**src/rtl/zol_pkg.sv**
```systemverilog
package zol_pkg;
  localparam int unsigned ADDR_W   = 14;
  localparam int unsigned CNT_W    = 14;
  localparam int unsigned PC_DEPTH = 16;
  localparam int unsigned LP_DEPTH = 4;

  typedef enum logic [2:0] {
    ACT_SEQ,
    ACT_JUMP,
    ACT_CALL,
    ACT_RET,
    ACT_DO,
    ACT_LOOP_BACK,
    ACT_LOOP_EXIT
  } act_e;
endpackage

```
**src/rtl/zol_lifo.sv**
```systemverilog
module zol_lifo #(
  parameter int unsigned W = 14,
  parameter int unsigned D = 4
) (
  input  logic         clk_i,
  input  logic         rst_ni,
  input  logic         push_i,
  input  logic         pop_i,
  input  logic [W-1:0] wdata_i,
  input  logic         upd_i,
  input  logic [W-1:0] upd_data_i,
  output logic [W-1:0] top_o,
  output logic         empty_o,
  output logic         full_o
);
  localparam int unsigned PW = $clog2(D + 1);

  logic [W-1:0]  mem [D];
  logic [PW-1:0] cnt;

  assign empty_o = (cnt == '0);
  assign full_o  = (cnt == PW'(D));

  always_ff @(posedge clk_i or negedge rst_ni) begin
    if (!rst_ni)                 cnt <= '0;
    else if (push_i && !full_o)  cnt <= cnt + 1'b1;
    else if (pop_i && !empty_o)  cnt <= cnt - 1'b1;
  end

  for (genvar i = 0; i < D; i++) begin : g_ent
    always_ff @(posedge clk_i or negedge rst_ni) begin
      if (!rst_ni)
        mem[i] <= '0;
      else if (push_i && !full_o && cnt == PW'(i))
        mem[i] <= wdata_i;
      else if (upd_i && !empty_o && cnt == PW'(i + 1))
        mem[i] <= upd_data_i;
    end
  end

  always_comb begin
    top_o = '0;
    for (int i = 0; i < D; i++)
      if (cnt == PW'(i + 1)) top_o = mem[i];
  end
endmodule

```
**src/rtl/zol_next_addr.sv**
```systemverilog
module zol_next_addr
  import zol_pkg::*;
#(
  parameter int unsigned AW = 14,
  parameter int unsigned CW = 14
) (
  input  logic [AW-1:0]    pc_i,
  input  logic             jump_i,
  input  logic             call_i,
  input  logic             ret_i,
  input  logic             do_i,
  input  logic             cond_i,
  input  logic [AW-1:0]    target_i,
  input  logic [CW-1:0]    count_i,
  input  logic [AW-1:0]    pc_top_i,
  input  logic             pc_empty_i,
  input  logic             pc_full_i,
  input  logic [AW+CW-1:0] lp_top_i,
  input  logic             lp_empty_i,
  input  logic             lp_full_i,
  output logic [AW-1:0]    next_pc_o,
  output logic             pc_push_o,
  output logic             pc_pop_o,
  output logic [AW-1:0]    pc_wdata_o,
  output logic             lp_push_o,
  output logic             lp_pop_o,
  output logic             lp_upd_o,
  output logic [AW+CW-1:0] lp_wdata_o,
  output logic [AW+CW-1:0] lp_upd_data_o,
  output logic             pc_ovf_ev_o,
  output logic             lp_ovf_ev_o,
  output logic             unf_ev_o
);
  act_e          act;
  logic [AW-1:0] pc_inc;
  logic [AW-1:0] lp_end;
  logic [CW-1:0] lp_cnt;
  logic [CW-1:0] cnt_eff;
  logic          at_end;

  assign pc_inc  = pc_i + 1'b1;
  assign lp_end  = lp_top_i[AW+CW-1:CW];
  assign lp_cnt  = lp_top_i[CW-1:0];
  assign cnt_eff = (count_i == '0) ? CW'(1) : count_i;
  assign at_end  = !lp_empty_i && (pc_i == lp_end);

  // fixed priority: return, call, jump, loop start, loop end
  always_comb begin
    if (ret_i && cond_i)        act = ACT_RET;
    else if (call_i && cond_i)  act = ACT_CALL;
    else if (jump_i && cond_i)  act = ACT_JUMP;
    else if (do_i)              act = ACT_DO;
    else if (at_end)            act = (lp_cnt > CW'(1)) ? ACT_LOOP_BACK : ACT_LOOP_EXIT;
    else                        act = ACT_SEQ;
  end

  always_comb begin
    next_pc_o     = pc_inc;
    pc_push_o     = 1'b0;
    pc_pop_o      = 1'b0;
    pc_wdata_o    = pc_inc;
    lp_push_o     = 1'b0;
    lp_pop_o      = 1'b0;
    lp_upd_o      = 1'b0;
    lp_wdata_o    = {target_i, cnt_eff};
    lp_upd_data_o = {lp_end, lp_cnt - 1'b1};
    pc_ovf_ev_o   = 1'b0;
    lp_ovf_ev_o   = 1'b0;
    unf_ev_o      = 1'b0;
    unique case (act)
      ACT_JUMP: next_pc_o = target_i;
      ACT_CALL: begin
        next_pc_o   = target_i;
        pc_push_o   = !pc_full_i;
        pc_ovf_ev_o = pc_full_i;
      end
      ACT_RET: begin
        if (pc_empty_i) unf_ev_o = 1'b1;
        else begin
          next_pc_o = pc_top_i;
          pc_pop_o  = 1'b1;
        end
      end
      ACT_DO: begin
        pc_ovf_ev_o = pc_full_i;
        lp_ovf_ev_o = lp_full_i;
        pc_push_o   = !pc_full_i && !lp_full_i;
        lp_push_o   = !pc_full_i && !lp_full_i;
      end
      ACT_LOOP_BACK: begin
        lp_upd_o = 1'b1;
        if (pc_empty_i) unf_ev_o = 1'b1;
        else            next_pc_o = pc_top_i;
      end
      ACT_LOOP_EXIT: begin
        lp_pop_o = 1'b1;
        if (pc_empty_i) unf_ev_o = 1'b1;
        else            pc_pop_o = 1'b1;
      end
      default: ;
    endcase
  end
endmodule

```
**src/rtl/zol_sequencer.sv**
```systemverilog
module zol_sequencer
  import zol_pkg::*;
#(
  parameter int unsigned AW       = ADDR_W,
  parameter int unsigned CW       = CNT_W,
  parameter int unsigned PC_DEPTH = zol_pkg::PC_DEPTH,
  parameter int unsigned LP_DEPTH = zol_pkg::LP_DEPTH
) (
  input  logic          clk_i,
  input  logic          rst_ni,
  input  logic [AW-1:0] pc_i,
  input  logic          jump_i,
  input  logic          call_i,
  input  logic          ret_i,
  input  logic          do_i,
  input  logic          cond_i,
  input  logic [AW-1:0] target_i,
  input  logic [CW-1:0] count_i,
  output logic [AW-1:0] next_pc_o,
  output logic          pc_ovf_o,
  output logic          loop_ovf_o,
  output logic          unf_o
);
  localparam int unsigned LW = AW + CW;

  logic [AW-1:0] pc_top, pc_wdata;
  logic          pc_empty, pc_full, pc_push, pc_pop;
  logic [LW-1:0] lp_top, lp_wdata, lp_upd_data;
  logic          lp_empty, lp_full, lp_push, lp_pop, lp_upd;
  logic          pc_ovf_ev, lp_ovf_ev, unf_ev;

  zol_lifo #(.W(AW), .D(PC_DEPTH)) u_pc_stk (
    .clk_i, .rst_ni,
    .push_i     (pc_push),
    .pop_i      (pc_pop),
    .wdata_i    (pc_wdata),
    .upd_i      (1'b0),
    .upd_data_i ('0),
    .top_o      (pc_top),
    .empty_o    (pc_empty),
    .full_o     (pc_full)
  );

  zol_lifo #(.W(LW), .D(LP_DEPTH)) u_lp_stk (
    .clk_i, .rst_ni,
    .push_i     (lp_push),
    .pop_i      (lp_pop),
    .wdata_i    (lp_wdata),
    .upd_i      (lp_upd),
    .upd_data_i (lp_upd_data),
    .top_o      (lp_top),
    .empty_o    (lp_empty),
    .full_o     (lp_full)
  );

  zol_next_addr #(.AW(AW), .CW(CW)) u_nxt (
    .pc_i, .jump_i, .call_i, .ret_i, .do_i, .cond_i, .target_i, .count_i,
    .pc_top_i      (pc_top),
    .pc_empty_i    (pc_empty),
    .pc_full_i     (pc_full),
    .lp_top_i      (lp_top),
    .lp_empty_i    (lp_empty),
    .lp_full_i     (lp_full),
    .next_pc_o,
    .pc_push_o     (pc_push),
    .pc_pop_o      (pc_pop),
    .pc_wdata_o    (pc_wdata),
    .lp_push_o     (lp_push),
    .lp_pop_o      (lp_pop),
    .lp_upd_o      (lp_upd),
    .lp_wdata_o    (lp_wdata),
    .lp_upd_data_o (lp_upd_data),
    .pc_ovf_ev_o   (pc_ovf_ev),
    .lp_ovf_ev_o   (lp_ovf_ev),
    .unf_ev_o      (unf_ev)
  );

  always_ff @(posedge clk_i or negedge rst_ni) begin
    if (!rst_ni) begin
      pc_ovf_o   <= 1'b0;
      loop_ovf_o <= 1'b0;
      unf_o      <= 1'b0;
    end else begin
      if (pc_ovf_ev) pc_ovf_o   <= 1'b1;
      if (lp_ovf_ev) loop_ovf_o <= 1'b1;
      if (unf_ev)    unf_o      <= 1'b1;
    end
  end
endmodule

```
**config.mk**
```make
export PLATFORM = sky130hd
export DESIGN_NAME = zol_sequencer
export DESIGN_NICKNAME = d
export VERILOG_FILES = /design/src/rtl/zol_pkg.sv /design/src/rtl/zol_lifo.sv /design/src/rtl/zol_next_addr.sv /design/src/rtl/zol_sequencer.sv
export SDC_FILE = /design/constraint.sdc
export NUM_CORES = 1
export LEC_CHECK = 0
export ABC_AREA = 0
export ABC_CLOCK_PERIOD_IN_PS = 5300
export CORE_ASPECT_RATIO = 0.6
export CORE_MARGIN = 1
export CORE_UTILIZATION = 40
export DETAILED_ROUTE_END_ITERATION = 12
export HOLD_SLACK_MARGIN = 0.1
export SLEW_MARGIN = 20
export SYNTH_ARGS = -nofsm -noshare
export SYNTH_HDL_FRONTEND = slang
export SYNTH_SLANG_ARGS = --single-unit
```
**constraint.sdc**
```tcl
create_clock -name clk_i -period 5.3 [get_ports clk_i]
set_clock_uncertainty 0.1 [all_clocks]
set_input_delay 1.06 -clock clk_i [delete_from_list [all_inputs] [get_ports clk_i]]
set_output_delay 1.06 -clock clk_i [all_outputs]
set_load 0.01 [all_outputs]
```
* After elaboration in Yosys (flattened, before gate mapping)
Cells that the tools add are included.
** Word-level totals
- Bits in registers :: 347
- Input bits :: 49
- Output and inout port bits :: 17
- Word-level logic and storage cells :: 162
** Operators by class
- Add/sub/neg operators :: 6
- Order comparisons :: 1
- Equality and inequality tests :: 27
- Mux-type cells :: 51
- Reductions and logical operators :: 52
** Operators by type and width (number)
- 28-bit 2-to-1 mux :: 12
- 14-bit 2-to-1 mux :: 18
- 5-bit by 4-bit == test with 1-bit output (second input constant) :: 8
- 1-bit logical AND :: 34
- 14-bit case mux with 2 select lines :: 1
- 3-bit 2-to-1 mux :: 7
- 5-bit by 3-bit == test with 1-bit output (second input constant) :: 4
- 14-bit by 1-bit adder with 14-bit output (second input constant) :: 1
- 14-bit == test :: 1
- 14-bit by 1-bit greater-than comparator with 1-bit output (second input constant) :: 1
- 14-bit logical NOT :: 1
- 14-bit by 1-bit subtractor with 14-bit output (second input constant) :: 1
- 3-bit by 2-bit == test with 1-bit output (second input constant) :: 4
- 3-bit == test (second input constant) :: 4
- 2-bit nonzero test :: 6
- 5-bit by 2-bit == test with 1-bit output (second input constant) :: 2
- 5-bit 2-to-1 mux :: 2
- 1-bit 2-to-1 mux :: 9
- 2-bit OR reduction :: 4
- 3-bit by 1-bit == test with 1-bit output (second input constant) :: 2
- 5-bit by 1-bit adder with 5-bit output (second input constant) :: 1
- 5-bit by 1-bit == test with 1-bit output (second input constant) :: 1
- 5-bit == test (second input constant) :: 1
- 5-bit logical NOT :: 1
- 8 further kinds :: 11

* Logic depth before layout (Yosys ltp)
Gate-level depths: netlist of the first run.
- Depth in word-level cells :: 19
- Gate-level depth with buffers :: 23
- Mapped depth without buffers :: 13

* Cells and area by module
A second synthesis of the first run with hierarchy kept.
** Unflattened totals
- Cell total of the unflattened synthesis :: 2416
- Area total of the unflattened synthesis :: 21448.1 µm²
** Modules (own cells, without submodules)
- zol_lifo at u_pc_stk :: times used 1, cells each 1512, area each 13351.6 µm², sequential area each 5730.5 µm²
- zol_lifo at u_lp_stk :: times used 1, cells each 693, area each 6625.1 µm², sequential area each 2877.8 µm²
- zol_next_addr :: times used 1, cells each 204, area each 1373.8 µm², sequential area each 0.0 µm²
- zol_sequencer :: times used 1, cells each 7, area each 97.6 µm², sequential area each 75.1 µm²

* Worst setup path before layout of the first run
Ideal clock, no wire load.
- Path type :: flip-flop to output port
- Start :: reg u_lp_stk.cnt[2]
- End :: out next_pc_o[5]
- Arrival :: 4419 ps
- Required time :: 4140 ps
- Setup slack :: -279 ps
- Cell stages (with the launch flop) :: 21
- Buffers on the path :: 8
- Cells stage by stage :: dfrtp_1 > buf_6 > buf_6 > buf_2 > clkinv_1 > ha_1 > buf_4 > buf_6 > buf_6 > buf_4 > nand2_1 > a21oi_1 > a211oi_1 > ha_1 > o21ai_0 > or3_1 > or3_4 > a31oi_1 > buf_2 > a21oi_1 > a211o_1
** On the way
- Word-level cells in the longest chain between the ends :: 15
- Elaborated cells between the ends (all ways) :: 26
- Classes of those cells :: 1 x order compare; 9 x eq/ne; 11 x mux; 5 x reduce/logical
** Ends and longest elaborated chain
- start: declaration :: line zol_lifo.sv:19 : logic [PW-1:0] cnt;
- start signal: assignment :: line zol_lifo.sv:26 : else if (push_i && !full_o) cnt <= cnt + 1'b1;
- start signal: assignment :: line zol_lifo.sv:27 : else if (pop_i && !empty_o) cnt <= cnt - 1'b1;
- 3-bit by 1-bit == test with 1-bit output :: line zol_lifo.sv:44 : if (cnt == PW'(i + 1)) top_o = mem[i];
- 28-bit 2-to-1 mux (4 in a row) :: line zol_lifo.sv:44
- 14-bit by 1-bit greater-than comparator with 1-bit output or 14-bit == test (tied branches) :: line zol_next_addr.sv:53, zol_next_addr.sv:45
- 2-bit 2-to-1 mux or 1-bit logical AND (tied branches) :: line zol_next_addr.sv:53, zol_next_addr.sv:45
- 3-bit 2-to-1 mux (*) :: line zol_next_addr.sv:53 : else if (at_end) act = (lp_cnt > CW'(1)) ? ACT_LOOP_BACK : ACT_LOOP_EXIT;
- 3-bit 2-to-1 mux (*) :: line zol_next_addr.sv:52 : else if (do_i) act = ACT_DO;
- 3-bit 2-to-1 mux (*) :: line zol_next_addr.sv:51 : else if (jump_i && cond_i) act = ACT_JUMP;
- 3-bit 2-to-1 mux (*) :: line zol_next_addr.sv:50 : else if (call_i && cond_i) act = ACT_CALL;
- 3-bit 2-to-1 mux (*) :: line zol_next_addr.sv:49 : if (ret_i && cond_i) act = ACT_RET;
- 3-bit by 2-bit == test with 1-bit output (tied with other cells) :: line zol_next_addr.sv:70 : unique case (act)
- 2-bit OR reduction (no line)
- 14-bit case mux with 2 select lines (*) :: line zol_next_addr.sv:70
- end: declaration :: line zol_sequencer.sv:19 : output logic [AW-1:0] next_pc_o,
Mark *: on every way between the ends. The rest lies on a longest branch, timed or not.

* Worst setup path after layout of the first run
- Start :: reg u_lp_stk.cnt[1]
- End :: out next_pc_o[5]
The elaborated chain is that of the path after synthesis.

==> results of run 1 <==
cells by family after synthesis:
| family | count (synthesis) |
|---|---|
| AOI/OAI and AO/OA | 632 |
| xor gates and xnor gates | 30 |
| adders and majority gates | 15 |
| buffers and inverters | 186 |
| DFF | 347 |
| muxes | 74 |
| and+or+nand+nor | 754 |
cells in the mapped netlist (17+ instances only):
library cell,n
a21oi_1,52
nand3_1,27
clkbuf_1,118
dfrtp_1,347
a221oi_1,34
o221ai_1,17
nand2_1,463
inv_1,25
buf_6,18
nor3_1,26
o21ai_0,322
o21ai_1,33
nor2_1,109
a221o_1,25
xnor2_1,21
mux2i_1,73
a22o_1,17
layer usage:
metal	GRT usage [%]	routed length, µm
met5	0	13
met4	6.49	1360
met3	8.80	7060
met2	36.7	25200
met1	42.2	30700
worst register-to-register path, cell delays in order (launching register included):
cell	delay (ps)
dfrtp_1	420
ha_2	210
ha_4	210
buf_12	140
buf_6	160
nor4bb_1	310
a211oi_1	140
o21ai_0	300
and4b_1	260
and4_1	290
buf_4	160
and4_2	210
buf_4	520
nor2_1	150
a221o_1	290
state kept, by name, indices dropped and copies added (netlist names):
register      flops
pc_ovf_o          1
loop_ovf_o        1
u_lp_stk.mem    112
unf_o             1
u_pc_stk.mem    224
u_pc_stk.cnt      5
u_lp_stk.cnt      3
repair_timing:
action	in CTS	in global routing
hold endpoints to repair	0	0
buffers inserted	21	7
setup endpoints to repair	14	14
gates resized for setup	56	52
pin swaps	21	29
cloned	1	1
power breakdown:
group	switching [mW]	internal, mW
registers	0.644	3.67
logic	3.18	2.08
clock network	1.13	1.56
total	4.96	7.31
worst max-delay path by stage:
stage	startpoint	endpoint	slack, ps	depth (start not counted)
floorplan	u_lp_stk.cnt[2]	next_pc_o[5]	10	19
global placement	ret_i	next_pc_o[11]	-210	13
detailed placement	ret_i	next_pc_o[12]	-240	13
CTS	u_lp_stk.cnt[1]	next_pc_o[2]	-20	16
global route	u_lp_stk.cnt[1]	next_pc_o[12]	-70	17
finish	u_lp_stk.cnt[1]	next_pc_o[5]	10	16
metrics by stage:
stage | util [%] | TNS, ps | setup slack [ps]
after floorplan | - | 0 | 11.8
after global placement | 45.0 | -2210 | -209
after detailed placement | 45.0 | -2600 | -235
after CTS | 48.4 | -18.0 | -15.7
after global routing | 48.8 | -272 | -70.2
final | 48.8 | 0 | 14.6
area by class of cell:
type / instances / area, µm²
well taps: 589 / 737
flip-flops and latches: 347 / 8680
multi-input cells: 1505 / 9080
clock buffers: 48 / 986
fillers: 4278 / 23000
inverters: 26 / 98.8
repair buffers: 240 / 2110
clock inverters: 15 / 218
==> flow_summary.json, run 1 <==
{
  "status": "complete, no violations",
  "syn_area_um2": 18300,
  "worstPathArrival_ps": 4130,
  "ys_seq_elements": 347,
  "wl_um": 64300,
  "min_path_type": "register to register",
  "max_freq_mhz": 189,
  "drt_iter0_drc": 1817,
  "dieArea_um2": 46500,
  "cts-root-buf": "clkbuf_16",
  "hold_start": "u_pc_stk.mem[109]",
  "avgSynthCellArea_um2": 8.96,
  "initial_core_util_pct": 40.7,
  "period_share_pct": 99.7,
  "areaGrowthSynthToFinish_pct": 20.0,
  "reg2reg_setup_slack_ps": 1300,
  "p_leak_nw": 9.37,
  "crit_buf_inv": 7,
  "synthAdderAreaFrac_pct": 1.03,
  "synth_compound_area_share_pct": 21.8,
  "maxCapViolCount": 0,
  "slew_headroom_pct": 28.4,
  "place_hpwl_um": 44200,
  "ys_types": 83,
  "gr-usage-all-layers_pct": 27.5,
  "synth_xor_area_share_pct": 1.44,
  "power_mw": 12.3,
  "yosys.area.top_type": "dfrtp_1",
  "synthArstFlopShare_pct": 100,
  "crit_required_ps": 4140,
  "diodes": 0,
  "cp_common_cell": "buf_4",
  "clock_path_buffers": 3,
  "drt_pre_antenna_iters": 5,
  "clk_pin_slew_ps": 60,
  "port_buffers": 65,
  "synth-simple-area-share_pct": 19.2,
  "dr_total_vias": 16400,
  "synth_top_family_by_area": "compound AO/OA/AOI/OAI gates",
  "path_cells": "buf_4, inv_2, ha_4, nor4b_4, bufbuf_16, a221o_1, mux2i_4, nand4_4, or3_4, a31oi_1, buf_4, buf_6, buf_4, a21oi_1, a211o_1, buf_2",
  "die_h_um": 168,
  "worst_path_largest_cell_delay_ps": 470,
  "seq_area_frac_synth_pct": 47.5,
  "final_cell_mix": "463 x nand2_1, 347 x dfrtp_1, 317 x o21ai_0",
  "synth_top_area_share_pct": 47.5,
  "avgViaCountPerCell": 5.93,
  "cts_buffers": 36,
  "synthMuxAreaShare_pct": 4.12,
  "wl_per_cell_um": 23.2,
  "cts_htree_levels": 2,
  "yosysWarnings": 0,
  "fin_area_um2": 21900,
  "drive_gt1_share_pct": 14.9,
  "final_cells": 2770,
  "min_to": "u_pc_stk.mem[109]",
  "layout.nets": 2220,
  "postCtsHoldBufs": 0,
  "reg2reg_depth": 14,
  "r2r_start": "u_lp_stk.cnt[1]",
  "core-area_um2": 44900,
  "clk_latency_ps": 550,
  "antenna_found_initial": 2,
  "placed_cell_area_um2": 20200,
  "clkSinkCount": 347,
  "rsz0062_at_grt": "yes",
  "grt_max_degree": 124,
  "synth-edff-count": 0,
  "hold_viol_final": 0,
  "min_path_cells": 2,
  "grt_pass1_vias": 15700,
  "irDropWorstVdd_v": 0.000291,
  "placedCellCount": 2678,
  "cts_tree": "yes",
  "grt_first_pass_wirelength_um": 98100,
  "globalRoute.totalOverflow": 0,
  "r2r_end": "u_lp_stk.mem[31]",
  "crit_path_start_kind": "register",
  "synthFlopType": "dfrtp_1",
  "synth_nets": 2102,
  "critPathCaptureType": "output port",
  "cpLargestDelayFamily": "buffers and inverters",
  "cp_slowest_cell": "or3_4",
  "die_w_um": 278,
  "tightest_slew_ps": 1070,
  "routabilityCongestion": 0.914,
  "path_class": "register to output port",
  "antenna_left": 0,
  "fin_crit_ps": 5290,
  "maxSlewViolCount": 0,
  "synth.area.top_cells": "dfrtp_1 48%, nand2_1 9.5%, o21ai_0 8.8%",
  "setup_viol": 0,
  "worstPathMaxFanout": 10,
  "rows": 60,
  "fin_hold_ws_ps": 376,
  "synth_cells": 2038,
  "drc": 0,
  "ioPinCount": 66,
  "final_common_cell": "nand2_1",
  "p_per_area_nw_per_um2": 560
}
(Power assumes the default switching activity.)
==> inputs of run 2 (changes only) <==
- ABC_CLOCK_PERIOD_IN_PS: 5300 -> 4450
- CORE_UTILIZATION: 40 -> 51
- PLACE_DENSITY: not set -> 0.71
- clock period: 5.3 -> 4.45 ns (I/O delays scaled with it)
==> run 2 against run 1 <==
Worst hold slack got worse by 77 ps. Clock-buffer cell count unchanged. Sequential share of layout area decreased by 1.4 points. Final area increased by 3.6%. Combinational power increased by 28%. Core utilization increased by 16 points. Sequential power increased by 19%. Critical endpoint is now next_pc_o[13]. The run now ends with setup timing left.
==> flow_summary.json, run 2 (synthesis results as in run 1) <==
{
  "n_fill_cell": 2913,
  "cp_slowest_cell": "or3_4",
  "tns_ps": -6000,
  "multi_input_area_um2": 9180,
  "placedCellCount": 2639,
  "drc": 0,
  "path_cells": "buf_4, ha_4, buf_4, buf_4, or4bb_1, o2111ai_2, a22oi_2, nand4_4, or3_4, a31oi_4, buf_6, a221oi_2, a211o_1, buf_2",
  "areaGrowthSynthToFinish_pct": 24.4,
  "slew_headroom_pct": 30.1,
  "clk_latency_ps": 550,
  "maxSlewViolCount": 0,
  "cpLargestDelayFamily": "compound AO/OA/AOI/OAI gates",
  "layout_setup_ws_ps": -534,
  "path_depth": 14,
  "wl_um": 62800,
  "worst_path_largest_cell_delay_ps": 510,
  "dieArea_um2": 36600,
  "p_clk_share_pct": 21.8,
  "routabilityCongestion": 0.932,
  "final_cells": 2741,
  "drive_gt1_share_pct": 19.2,
  "gr-usage-all-layers_pct": 34.5,
  "fin_hold_ws_ps": 300,
  "cts_buffers": 36,
  "place_hpwl_um": 43600,
  "wl_per_cell_um": 22.9,
  "p_per_area_nw_per_um2": 669,
  "final_common_cell": "nand2_1",
  "crit_path_start_kind": "register",
  "failed_checks": "setup timing",
  "antenna_left": 0,
  "worstPathArrival_ps": 3990,
  "crit_path_end": "next_pc_o[13]",
  "reg2reg_setup_slack_ps": 430,
  "critPathCaptureType": "output port",
  "clk_pin_slew_ps": 60,
  "crit_required_ps": 3460,
  "reg_top3": "u_pc_stk.mem x224, u_lp_stk.mem x112, u_pc_stk.cnt x5",
  "net-switching-power_mw": 6.01,
  "ioPinCount": 66,
  "worstPathMaxFanout": 8,
  "tightest_slew_ps": 1050,
  "globalRoute.totalOverflow": 0,
  "startpoint": "u_lp_stk.cnt[1]",
  "grt_first_pass_wirelength_um": 96200,
  "rsz0062_at_grt": "yes",
  "cts_htree_levels": 2,
  "combPwrFrac_pct": 44.3,
  "period_share_pct": 112,
  "r2r_end": "u_lp_stk.mem[89]",
  "netSwitchingFraction_pct": 39.5,
  "power_frac_seq_pct": 33.8,
  "status": "finished with violations",
  "cts-root-buf": "clkbuf_16",
  "r2r_start": "u_lp_stk.cnt[1]",
  "initial_core_util_pct": 52.0,
  "max_freq_mhz": 201,
  "reg2reg_depth": 18,
  "clkSinkCount": 347,
  "cp_common_cell": "buf_4",
  "grt_pass1_vias": 16300,
  "final_cell_mix": "462 x nand2_1, 347 x dfrtp_1, 316 x o21ai_0",
  "port_buffers": 65,
  "layout.nets": 2310,
  "die_w_um": 246,
  "irDropWorstVdd_v": 0.000427,
  "hold_viol_final": 0,
  "min_path_type": "primary input to asynchronous set/reset pin",
  "top_register": "u_pc_stk.mem",
  "internal-power_mw": 9.19,
  "power_mw": 15.2,
  "postCtsHoldBufs": 0,
  "antenna_found_initial": 3,
  "grt_max_degree": 108,
  "clock_path_buffers": 3,
  "drt_iter0_drc": 2322,
  "final-seq-area_um2": 8680,
  "fin_crit_ps": 4980,
  "largest_reg_flops": 224,
  "dr_total_vias": 17400,
  "maxCapViolCount": 0,
  "core-area_um2": 35100,
  "drt_pre_antenna_iters": 6,
  "path_class": "register to output port",
  "setup_viol": 14,
  "final_util_pct": 64.6,
  "cts_tree": "yes",
  "die_h_um": 149,
  "p_leak_nw": 9.88,
  "avgViaCountPerCell": 6.34,
  "rows": 53,
  "crit_buf_inv": 5
}
-- run 2: cell type report --
type / instances / area share [%]
tap: 467 / 2.57
multi-input combinational: 1506 / 40.4
clock inverter: 16 / 1.09
sequential: 347 / 38.2
inverter: 26 / 0.496
timing repair buffer: 329 / 12.6
clock buffer: 48 / 4.61
antenna: 2 / 0.0220
-- run 2: how the worst min path moves through the flow --
stage,startpoint,slack (ps),cells past startpoint,to
after floorplan,u_pc_stk.mem[15],340,2,u_pc_stk.mem[15]
after global placement,pc_ovf_o,350,1,pc_ovf_o
after detailed placement,pc_ovf_o,360,1,pc_ovf_o
after CTS,rst_ni,350,1,u_pc_stk.mem[155]
after global routing,rst_ni,380,1,u_pc_stk.mem[223]
final,rst_ni,300,1,u_pc_stk.mem[180]
-- run 2: through the flow --
step	setup WS, ps	area [µm²]
2_1_floorplan	-249	18400
3_3_place_gp	-653	20800
4_1_cts	-501	22600
3_5_place_dp	-730	20800
5_1_grt	-606	22700
6_report	-534	22700
-- run 2: layer usage --
metal	global-route usage [%]	vias up	wire, µm
li1	-	7679	-
met1	52.4	8521	27400
met2	45.3	1070	25200
met3	12.7	103	8930
met4	9.17	2	1210
met5	0	-	13
-- run 2: what timing repair did --
| item | CTS | global route |
|---|---|---|
| pin swaps | 31 | 14 |
| setup endpoints to repair | 14 | 14 |
| resized for setup | 122 | 21 |
| hold endpoints to repair | 0 | 0 |
| gates cloned | 2 | 0 |
| buffers inserted | 26 | 9 |
-- run 2: power by group through the flow --
stage               logic (mW)  clock network (mW)  registers, mW
floorplan                 3.80                   0           4.90
global placement          5.93                   0           5.07
detailed placement        6.12                   0           5.11
CTS                       6.47                3.35           5.10
global route              7.27                3.48           5.25
finish                    6.74                3.32           5.14
